<file path="src/rtl/midi_port_pkg.sv">
package midi_port_pkg;
  localparam int BYTE_W = 8;
  localparam logic [BYTE_W-1:0] CMD_RESET = 8'hFF;
  localparam logic [BYTE_W-1:0] CMD_UART  = 8'h3F;
  localparam logic [BYTE_W-1:0] ACK_BYTE  = 8'hFE;

  typedef enum logic [1:0] {
    CK_NONE  = 2'd0,
    CK_RESET = 2'd1,
    CK_UART  = 2'd2
  } cmd_kind_e;

  function automatic cmd_kind_e classify_cmd(input logic [BYTE_W-1:0] b);
    if (b == CMD_RESET)     return CK_RESET;
    else if (b == CMD_UART) return CK_UART;
    else                    return CK_NONE;
  endfunction

  // bit 7: 0 = byte waiting; bit 6: 1 = transmit register busy
  function automatic logic [BYTE_W-1:0] pack_status(input logic rx_full, input logic tx_full);
    return {~rx_full, tx_full, {(BYTE_W-2){1'b0}}};
  endfunction
endpackage

</file>
<file path="src/rtl/midi_cmd_decode.sv">
module midi_cmd_decode
  import midi_port_pkg::*;
(
  input  logic              cmd_wr,
  input  logic [BYTE_W-1:0] cmd_byte,
  output cmd_kind_e         kind,
  output logic              ack_now,
  output logic              flush_now,
  output logic              enter_now
);
  always_comb begin
    kind      = cmd_wr ? classify_cmd(cmd_byte) : CK_NONE;
    flush_now = (kind == CK_RESET);
    enter_now = (kind == CK_UART);
    ack_now   = flush_now | enter_now;
  end
endmodule

</file>
<file path="src/rtl/midi_hold_reg.sv">
module midi_hold_reg #(
  parameter int W = 8
) (
  input  logic         clk,
  input  logic         rst_n,
  input  logic         load,
  input  logic [W-1:0] ldata,
  input  logic         take,
  input  logic         flush,
  output logic         full,
  output logic [W-1:0] q
);
  always_ff @(posedge clk) begin
    if (!rst_n) begin
      full <= 1'b0;
      q    <= '0;
    end else if (load) begin
      full <= 1'b1;
      q    <= ldata;
    end else if (take || flush) begin
      full <= 1'b0;
    end
  end


  hold_load_chk: assert property (@(posedge clk) disable iff (!rst_n)
    load |=> (full && q == $past(ldata)));


  hold_take_chk: assert property (@(posedge clk) disable iff (!rst_n)
    (take && !load) |=> !full);
endmodule

</file>
<file path="src/rtl/midi_uart_port.sv">
module midi_uart_port
  import midi_port_pkg::*;
(
  input  logic              clk,
  input  logic              rst_n,
  input  logic              host_wr,
  input  logic              host_rd,
  input  logic              host_addr,
  input  logic [BYTE_W-1:0] host_wdata,
  output logic [BYTE_W-1:0] host_rdata,
  output logic [BYTE_W-1:0] tx_byte,
  output logic              tx_valid,
  input  logic              tx_ready,
  input  logic [BYTE_W-1:0] rx_byte,
  input  logic              rx_valid,
  output logic              rx_ready,
  output logic              tx_empty_evt,
  output logic              rx_evt
);
  logic      uart_mode;
  cmd_kind_e cmd_kind;
  logic      ack_now, flush_now, enter_now;
  logic      cmd_wr, data_wr, data_rd;
  logic      tx_full, rx_full;
  logic [BYTE_W-1:0] tx_q, rx_q;
  logic      tx_load, tx_hand, rx_accept, rx_load;
  logic [BYTE_W-1:0] rx_ldata;
  logic      tx_evt_q, rx_evt_q;

  assign cmd_wr  = host_wr &&  host_addr;
  assign data_wr = host_wr && !host_addr;
  assign data_rd = host_rd && !host_addr;

  midi_cmd_decode u_dec (
    .cmd_wr   (cmd_wr),
    .cmd_byte (host_wdata),
    .kind     (cmd_kind),
    .ack_now  (ack_now),
    .flush_now(flush_now),
    .enter_now(enter_now)
  );

  always_ff @(posedge clk) begin
    if (!rst_n)         uart_mode <= 1'b0;
    else if (flush_now) uart_mode <= 1'b0;
    else if (enter_now) uart_mode <= 1'b1;
  end

  // transmit side
  assign tx_load  = data_wr && uart_mode && !tx_full;
  assign tx_hand  = tx_full && tx_ready;
  assign tx_valid = tx_full;
  assign tx_byte  = tx_q;

  midi_hold_reg #(.W(BYTE_W)) u_txh (
    .clk(clk), .rst_n(rst_n),
    .load(tx_load), .ldata(host_wdata),
    .take(tx_hand), .flush(flush_now),
    .full(tx_full), .q(tx_q)
  );

  // receive side: an acknowledge takes priority over serial data
  assign rx_ready  = uart_mode && !rx_full && !ack_now;
  assign rx_accept = rx_valid && rx_ready;
  assign rx_load   = ack_now || rx_accept;
  assign rx_ldata  = ack_now ? ACK_BYTE : rx_byte;

  midi_hold_reg #(.W(BYTE_W)) u_rxh (
    .clk(clk), .rst_n(rst_n),
    .load(rx_load), .ldata(rx_ldata),
    .take(data_rd), .flush(flush_now),
    .full(rx_full), .q(rx_q)
  );

  always_ff @(posedge clk) begin
    if (!rst_n) begin
      tx_evt_q <= 1'b0;
      rx_evt_q <= 1'b0;
    end else begin
      tx_evt_q <= tx_hand && !flush_now;
      rx_evt_q <= rx_accept;
    end
  end

  assign tx_empty_evt = tx_evt_q;
  assign rx_evt       = rx_evt_q;
  assign host_rdata   = host_addr ? pack_status(rx_full, tx_full) : rx_q;


  tx_hold_stable_chk: assert property (@(posedge clk) disable iff (!rst_n)
    (tx_valid && !tx_ready && !flush_now) |=> (tx_valid && $stable(tx_byte)));


  no_tx_outside_uart_chk: assert property (@(posedge clk) disable iff (!rst_n)
    !uart_mode |-> !tx_valid);


  tx_evt_empty_chk: assert property (@(posedge clk) disable iff (!rst_n)
    tx_empty_evt |-> (!tx_valid && host_rdata[6] == 1'b0 || host_addr == 1'b0 && !tx_valid));


  tx_evt_single_chk: assert property (@(posedge clk) disable iff (!rst_n)
    tx_empty_evt |=> !tx_empty_evt);


  ack_queued_chk: assert property (@(posedge clk) disable iff (!rst_n)
    ack_now |=> (rx_full && rx_q == ACK_BYTE));


  reset_cmd_chk: assert property (@(posedge clk) disable iff (!rst_n)
    flush_now |=> (!uart_mode && !tx_valid && !rx_ready));


  other_cmd_chk: assert property (@(posedge clk) disable iff (!rst_n)
    (cmd_wr && cmd_kind == CK_NONE) |=> $stable(uart_mode));


  rx_evt_full_chk: assert property (@(posedge clk) disable iff (!rst_n)
    rx_evt |-> rx_full);


  rx_block_on_cmd_chk: assert property (@(posedge clk) disable iff (!rst_n)
    ack_now |-> !rx_ready);
endmodule

</file>
<file path="config.mk">
export PLATFORM = sky130hd
export DESIGN_NAME = midi_uart_port
export DESIGN_NICKNAME = d
export VERILOG_FILES = /design/src/rtl/midi_port_pkg.sv /design/src/rtl/midi_cmd_decode.sv /design/src/rtl/midi_hold_reg.sv /design/src/rtl/midi_uart_port.sv
export SDC_FILE = /design/constraint.sdc
export NUM_CORES = 1
export LEC_CHECK = 0
export ABC_AREA = 0
export BUFFER_PORTS_ARGS = -buffer_cell sky130_fd_sc_hd__buf_2
export CAP_MARGIN = 20
export CORE_ASPECT_RATIO = 1.2
export CORE_MARGIN = 1.5
export CORE_UTILIZATION = 30
export CTS_BUF_LIST = sky130_fd_sc_hd__clkbuf_4 sky130_fd_sc_hd__clkbuf_8
export DETAILED_ROUTE_END_ITERATION = 16
export MAX_ROUTING_LAYER = met4
export PLACE_DENSITY = 0.63
export SLEW_MARGIN = 20
export SYNTH_ARGS = -nofsm -noshare
export SYNTH_HDL_FRONTEND = slang
export SYNTH_SLANG_ARGS = --single-unit
</file>
<file path="constraint.sdc">
create_clock -name clk -period 4 [get_ports clk]
set_input_delay 0.4 -clock clk [delete_from_list [all_inputs] [get_ports clk]]
set_output_delay 0.4 -clock clk [all_outputs]
set_load 0.02 [all_outputs]
</file>
After elaboration in Yosys (flattened, before gate mapping)
Cells that the tools add are included.
Widths: inputs -> output; s select.
{"block": "totals", "ff_bits": 21, "in_bits": 23, "output_inout_bits": 20}
{"block": "classes", "n_eq_ne": 4, "muxes": 9, "bitwise_logic": 3, "reduce_logical": 21}
{"cell": "$mux 8", "count": 2}
{"cell": "$logic_and 1x1->1", "count": 10}
{"cell": "$eq 8x6->1 const B", "count": 1}
{"cell": "$eq 8x8->1 const B", "count": 1}
{"cell": "$mux 2", "count": 3}
{"cell": "$logic_not 1->1", "count": 5}
{"cell": "$mux 1", "count": 4}
{"cell": "$reduce_bool 2->1", "count": 2}
{"cell": "$logic_or 1x1->1", "count": 3}
{"cell": "$eq 2x1->1 const B", "count": 1}
{"cell": "$eq 2x2->1 const B", "count": 1}
{"cell": "$not 1->1", "count": 2}
{"cell": "$reduce_or 2->1", "count": 1}
{"cell": "$or 1x1->1", "count": 1}

Depth between registers and ports, before layout
{"block": "depth", "depth_word": 11, "depth_mapped": 8, "mapped_depth_nobuf": 7}

By module
A second synthesis with hierarchy kept.
{"block": "hier_totals", "hier_cells": 96, "hier_area_um2": 993.5}
{"mod": "midi_hold_reg", "instances": 2, "cells_per_inst": 28, "area_per_inst_um2": 336.6, "seq_area_each_um2": 180.2}
{"mod": "midi_uart_port", "instances": 1, "cells_per_inst": 31, "area_per_inst_um2": 264.0, "seq_area_each_um2": 60.1}
{"mod": "midi_cmd_decode", "instances": 1, "cells_per_inst": 9, "area_per_inst_um2": 56.3, "seq_area_each_um2": 0.0}

Worst setup path before layout
Ideal clock, no wire load.
{"block": "synth_path", "path_kind": "input-to-output", "from": "input port host_addr", "to": "output port rx_ready", "arrival_time_ps": 1648, "slack_ps": 1952, "cell_stages": 6, "path_buffers": 1, "cell_sequence": "nand4_1 > nor3_1 > inv_1 > ha_1 > buf_6 > and3b_2"}
{"block": "synth_via", "elab_chain_len": 6, "elab_cells_between_ends": 7, "cone_classes": "eq/ne: 2; mux: 1; bitwise: 1; reduce/logical: 3"}
{"item": "from (decl)", "line": "midi_uart_port.sv:8", "rtl": "input logic host_addr,"}
{"item": "$logic_and 1x1->1 (*)", "line": "midi_uart_port.sv:30", "rtl": "assign cmd_wr = host_wr && host_addr;"}
{"item": "$mux 2 (*)", "line": "midi_cmd_decode.sv:12", "rtl": "kind = cmd_wr ? classify_cmd(cmd_byte) : CK_NONE;"}
{"item": "$eq 2x1->1 or $eq 2x2->1 (tied branches)", "line": "midi_cmd_decode.sv:13, midi_cmd_decode.sv:14"}
{"item": "$or 1x1->1 (*)", "line": "midi_cmd_decode.sv:15", "rtl": "ack_now = flush_now | enter_now;"}
{"item": "$logic_not 1->1 (*)", "line": "midi_uart_port.sv:63", "rtl": "assign rx_ready = uart_mode && !rx_full && !ack_now;"}
{"item": "$logic_and 1x1->1 (*)", "line": "midi_uart_port.sv:63"}
{"item": "to (decl)", "line": "midi_uart_port.sv:16", "rtl": "output logic rx_ready,"}
Every way passes the cells marked *; elsewhere a longest branch is shown, timed or not.

Worst setup path in the final report
Same ends and word-level chain as after synthesis.

==> flow_metrics.py <==
metrics = {
    "run_status": {
        "status": "finished, final reports clean",
    },
    "sta": {
        "fmax_mhz": 381,
        "hold_viol": 0,
        "fin_crit_sh_pct": 65.6,
        "drv_slew": 0,
        "rsz0062_at_grt": "false",
        "setup_tns_ns": 0,
        "finalClockSkew_ns": 0.00356,
        "hold_ws_ns": 0.329,
        "timing.slew.headroom_pct": 59.2,
        "finalSetupViolations": 0,
        "tightest_slew_ns": 0.612,
        "min_period_ns": 2.62,
        "fin_ws_ns": 1.38,
    },
    "yosys": {
        "post_synth.cell_area_avg_sq_um": 9.47,
        "synthXorXnorAreaFrac_pct": 0,
        "synth_top_area_share_pct": 45.8,
        "synth_compound_area_share_pct": 9.26,
        "synth_fp_nets": 121,
        "ys.warnings.count": 0,
        "synthAdderAreaFrac_pct": 1.36,
        "synth_mux_area_share_pct": 12.0,
        "yosys.area_share.simple_pct": 23.2,
        "yosys-top-cells-area": "dfxtp_1 46%, mux2i_1 12%, nor2_1 7.4%",
        "yosysSeqAreaShare_pct": 45.8,
        "syn_area_sq_um": 918,
        "synth_top_family_by_area": "simple AND/OR/NAND/NOR gates",
        "yosysTopAreaCell": "dfxtp_1",
        "syn-instance-count": 97,
        "ys_seq_elements": 21,
        "synth_cell_type_count": 24,
    },
    "routing": {
        "ant_nets": 0,
        "route.detailed.drc": 0,
        "routed-via-count": 807,
        "detail_route.wl_per_cell_microns": 11.8,
        "drtIter0Drc": 10,
        "dr.pass1.iters": 4,
        "totalWireLength_mm": 2.02,
        "vias_per_cell": 4.72,
    },
    "clock_tree": {
        "post_cts_buffers": 0,
        "cts_root_buf": "clkbuf_4",
        "cts_tree": "built",
        "cts_buffers": 3,
        "cts.sinks": 21,
        "insertion_delay_ns": 0.30,
        "post_cts_resized": 0,
        "htreeDepth": 1,
        "clk_pin_slew_ns": 0.11,
        "hold_buffers": 0,
        "cts_buffer_depth": 2,
    },
    "worst_setup_path": {
        "crit_chain": "buf_2 -> nand4_1 -> nor3_1 -> inv_1 -> ha_1 -> and3b_2 -> buf_2",
        "r2r_cells": 3,
        "timing.rr.end": "u_txh.q[1]",
        "critPathMostFrequentCell": "buf_2",
        "critPathMaxStageDelay_ns": 0.53,
        "cp.arrival_ns": 2.22,
        "critical_path.max_fanout": 13,
        "worst_setup_path_end_kind": "primary output",
        "critPathLaunchType": "input pin",
        "required_ns": 3.60,
        "criticalPathCategory": "input pin to primary output",
        "rrSetupSlack_ns": 2.59,
        "crit_family": "simple AND/OR/NAND/NOR gates",
        "slowest_stage": "ha_1",
        "timing.rr.start": "uart_mode",
        "worst-path-stages": 7,
        "crit_buf_inv": 3,
    },
    "placement": {
        "pre_cts_slack_ns": 1.36,
        "gp_congestion": 0.747,
        "port_buffers": 42,
        "hpwl_mm": 1.55,
    },
    "floorplanning": {
        "die_w_microns": 53.5,
        "initial_utilization_pct": 32.1,
        "dieArea_sq_um": 3400,
        "core-area_sq_um": 2860,
        "die_y_microns": 63.6,
        "fp-row-count": 21,
        "ioPinCount": 43,
    },
    "finish": {
        "layout_commonest_cell": "buf_2",
        "multi_input_area_sq_um": 420,
        "fin_nets": 162,
        "fillers": 288,
        "drive_above_1_share_pct": 35.0,
        "most-common-layout-cells": "42 x buf_2, 21 x dfxtp_1, 18 x nor2_1",
        "area_growth_pct": 24.5,
        "n_antenna_cell": 0,
        "regArea_sq_um": 420,
        "fin_util_pct": 39.9,
    },
    "global_routing": {
        "antenna_found_initial": 0,
        "grt_pass1_vias": 721,
        "grt_pass1_wl_mm": 3.19,
        "track_usage_pct": 12.7,
        "grt_max_degree": 21,
        "overflow": 0,
    },
    "min_path": {
        "hp-start": "rst_n",
        "hold_path.class": "input pin to register",
        "whs_endpoint": "u_txh.full",
        "hold_path_depth": 3,
    },
    "pwr": {
        "p_per_area_nw_per_um2": 290,
        "ir_worst_vdd_mv": 0.159,
        "power_w": 0.000331,
        "p_leak_nw": 0.548,
    },
    "flow_run": {
        "drv_cap": 0,
    },
}
cell type report:
type / count / area share (%)
clock inverters: 1 / 0.438
repair buffers: 42 / 18.4
well taps: 34 / 3.72
clock buffers: 3 / 1.97
flip-flops and latches: 21 / 36.8
multi-input cells: 64 / 36.8
inverters: 6 / 1.97
worst max path at each step:
stage | from | end
after floorplan | host_addr | rx_ready
after global placement | host_addr | rx_ready
after detailed placement | host_addr | rx_ready
after CTS | host_addr | rx_ready
after global routing | host_addr | rx_ready
final | host_addr | rx_ready
routing by layer:
metal | track usage [%] | share of wire, %
met1 | 18.3 | 48
met2 | 17.0 | 41
met3 | 3.08 | 11
met4 | 4.81 | 0
met5 | - | 0
where the power goes:
part | internal [W] | switching, W
combinational | 0.00000988 | 0.0000125
sequential | 0.000209 | 0.000000130
clock | 0.0000372 | 0.0000621
kinds of logic after synthesis:
family,Yosys count
flops,21
fa+ha+maj,1
buf+inv,12
compound gates,13
mux,11
simple gates,39
cells in the mapped netlist:
master    count
a21oi_1       5
a311oi_1      4
a31oi_1       1
and3b_2       1
and4bb_1      1
buf_6         3
clkbuf_1      2
clkbuf_8      1
dfxtp_1      21
ha_1          1
inv_1         6
mux2i_1      11
nand2_1       4
nand2b_1      1
nand3_1       2
nand3b_1      2
nand4_1       2
nand4b_4      1
nor2_1       18
nor2b_1       3
nor3_1        3
nor4_1        1
o21ai_0       2
o311ai_0      1
state kept, by name, indices dropped and copies added (netlist names):
register      flops
u_txh.q           8
uart_mode         1
u_rxh.full        1
u_txh.full        1
u_rxh.q           8
tx_empty_evt      1
rx_evt            1
metrics by stage:
stage / cell area, sq um / instances
6_report: 1140 / 171
5_1_grt: 1140 / 171
4_1_cts: 1140 / 171
3_5_place_dp: 1120 / 167
3_3_place_gp: 1120 / 167
2_1_floorplan: 918 / 97
tightest hold or removal path, delay by kind of cell:
family | cells | cell delay [ns]
buffers and inverters | 1 | 0.10
AOI/OAI and AO/OA | 1 | 0.06
and+or+nand+nor | 1 | 0.04
No activity file was read; power rests on OpenSTA's default activity.
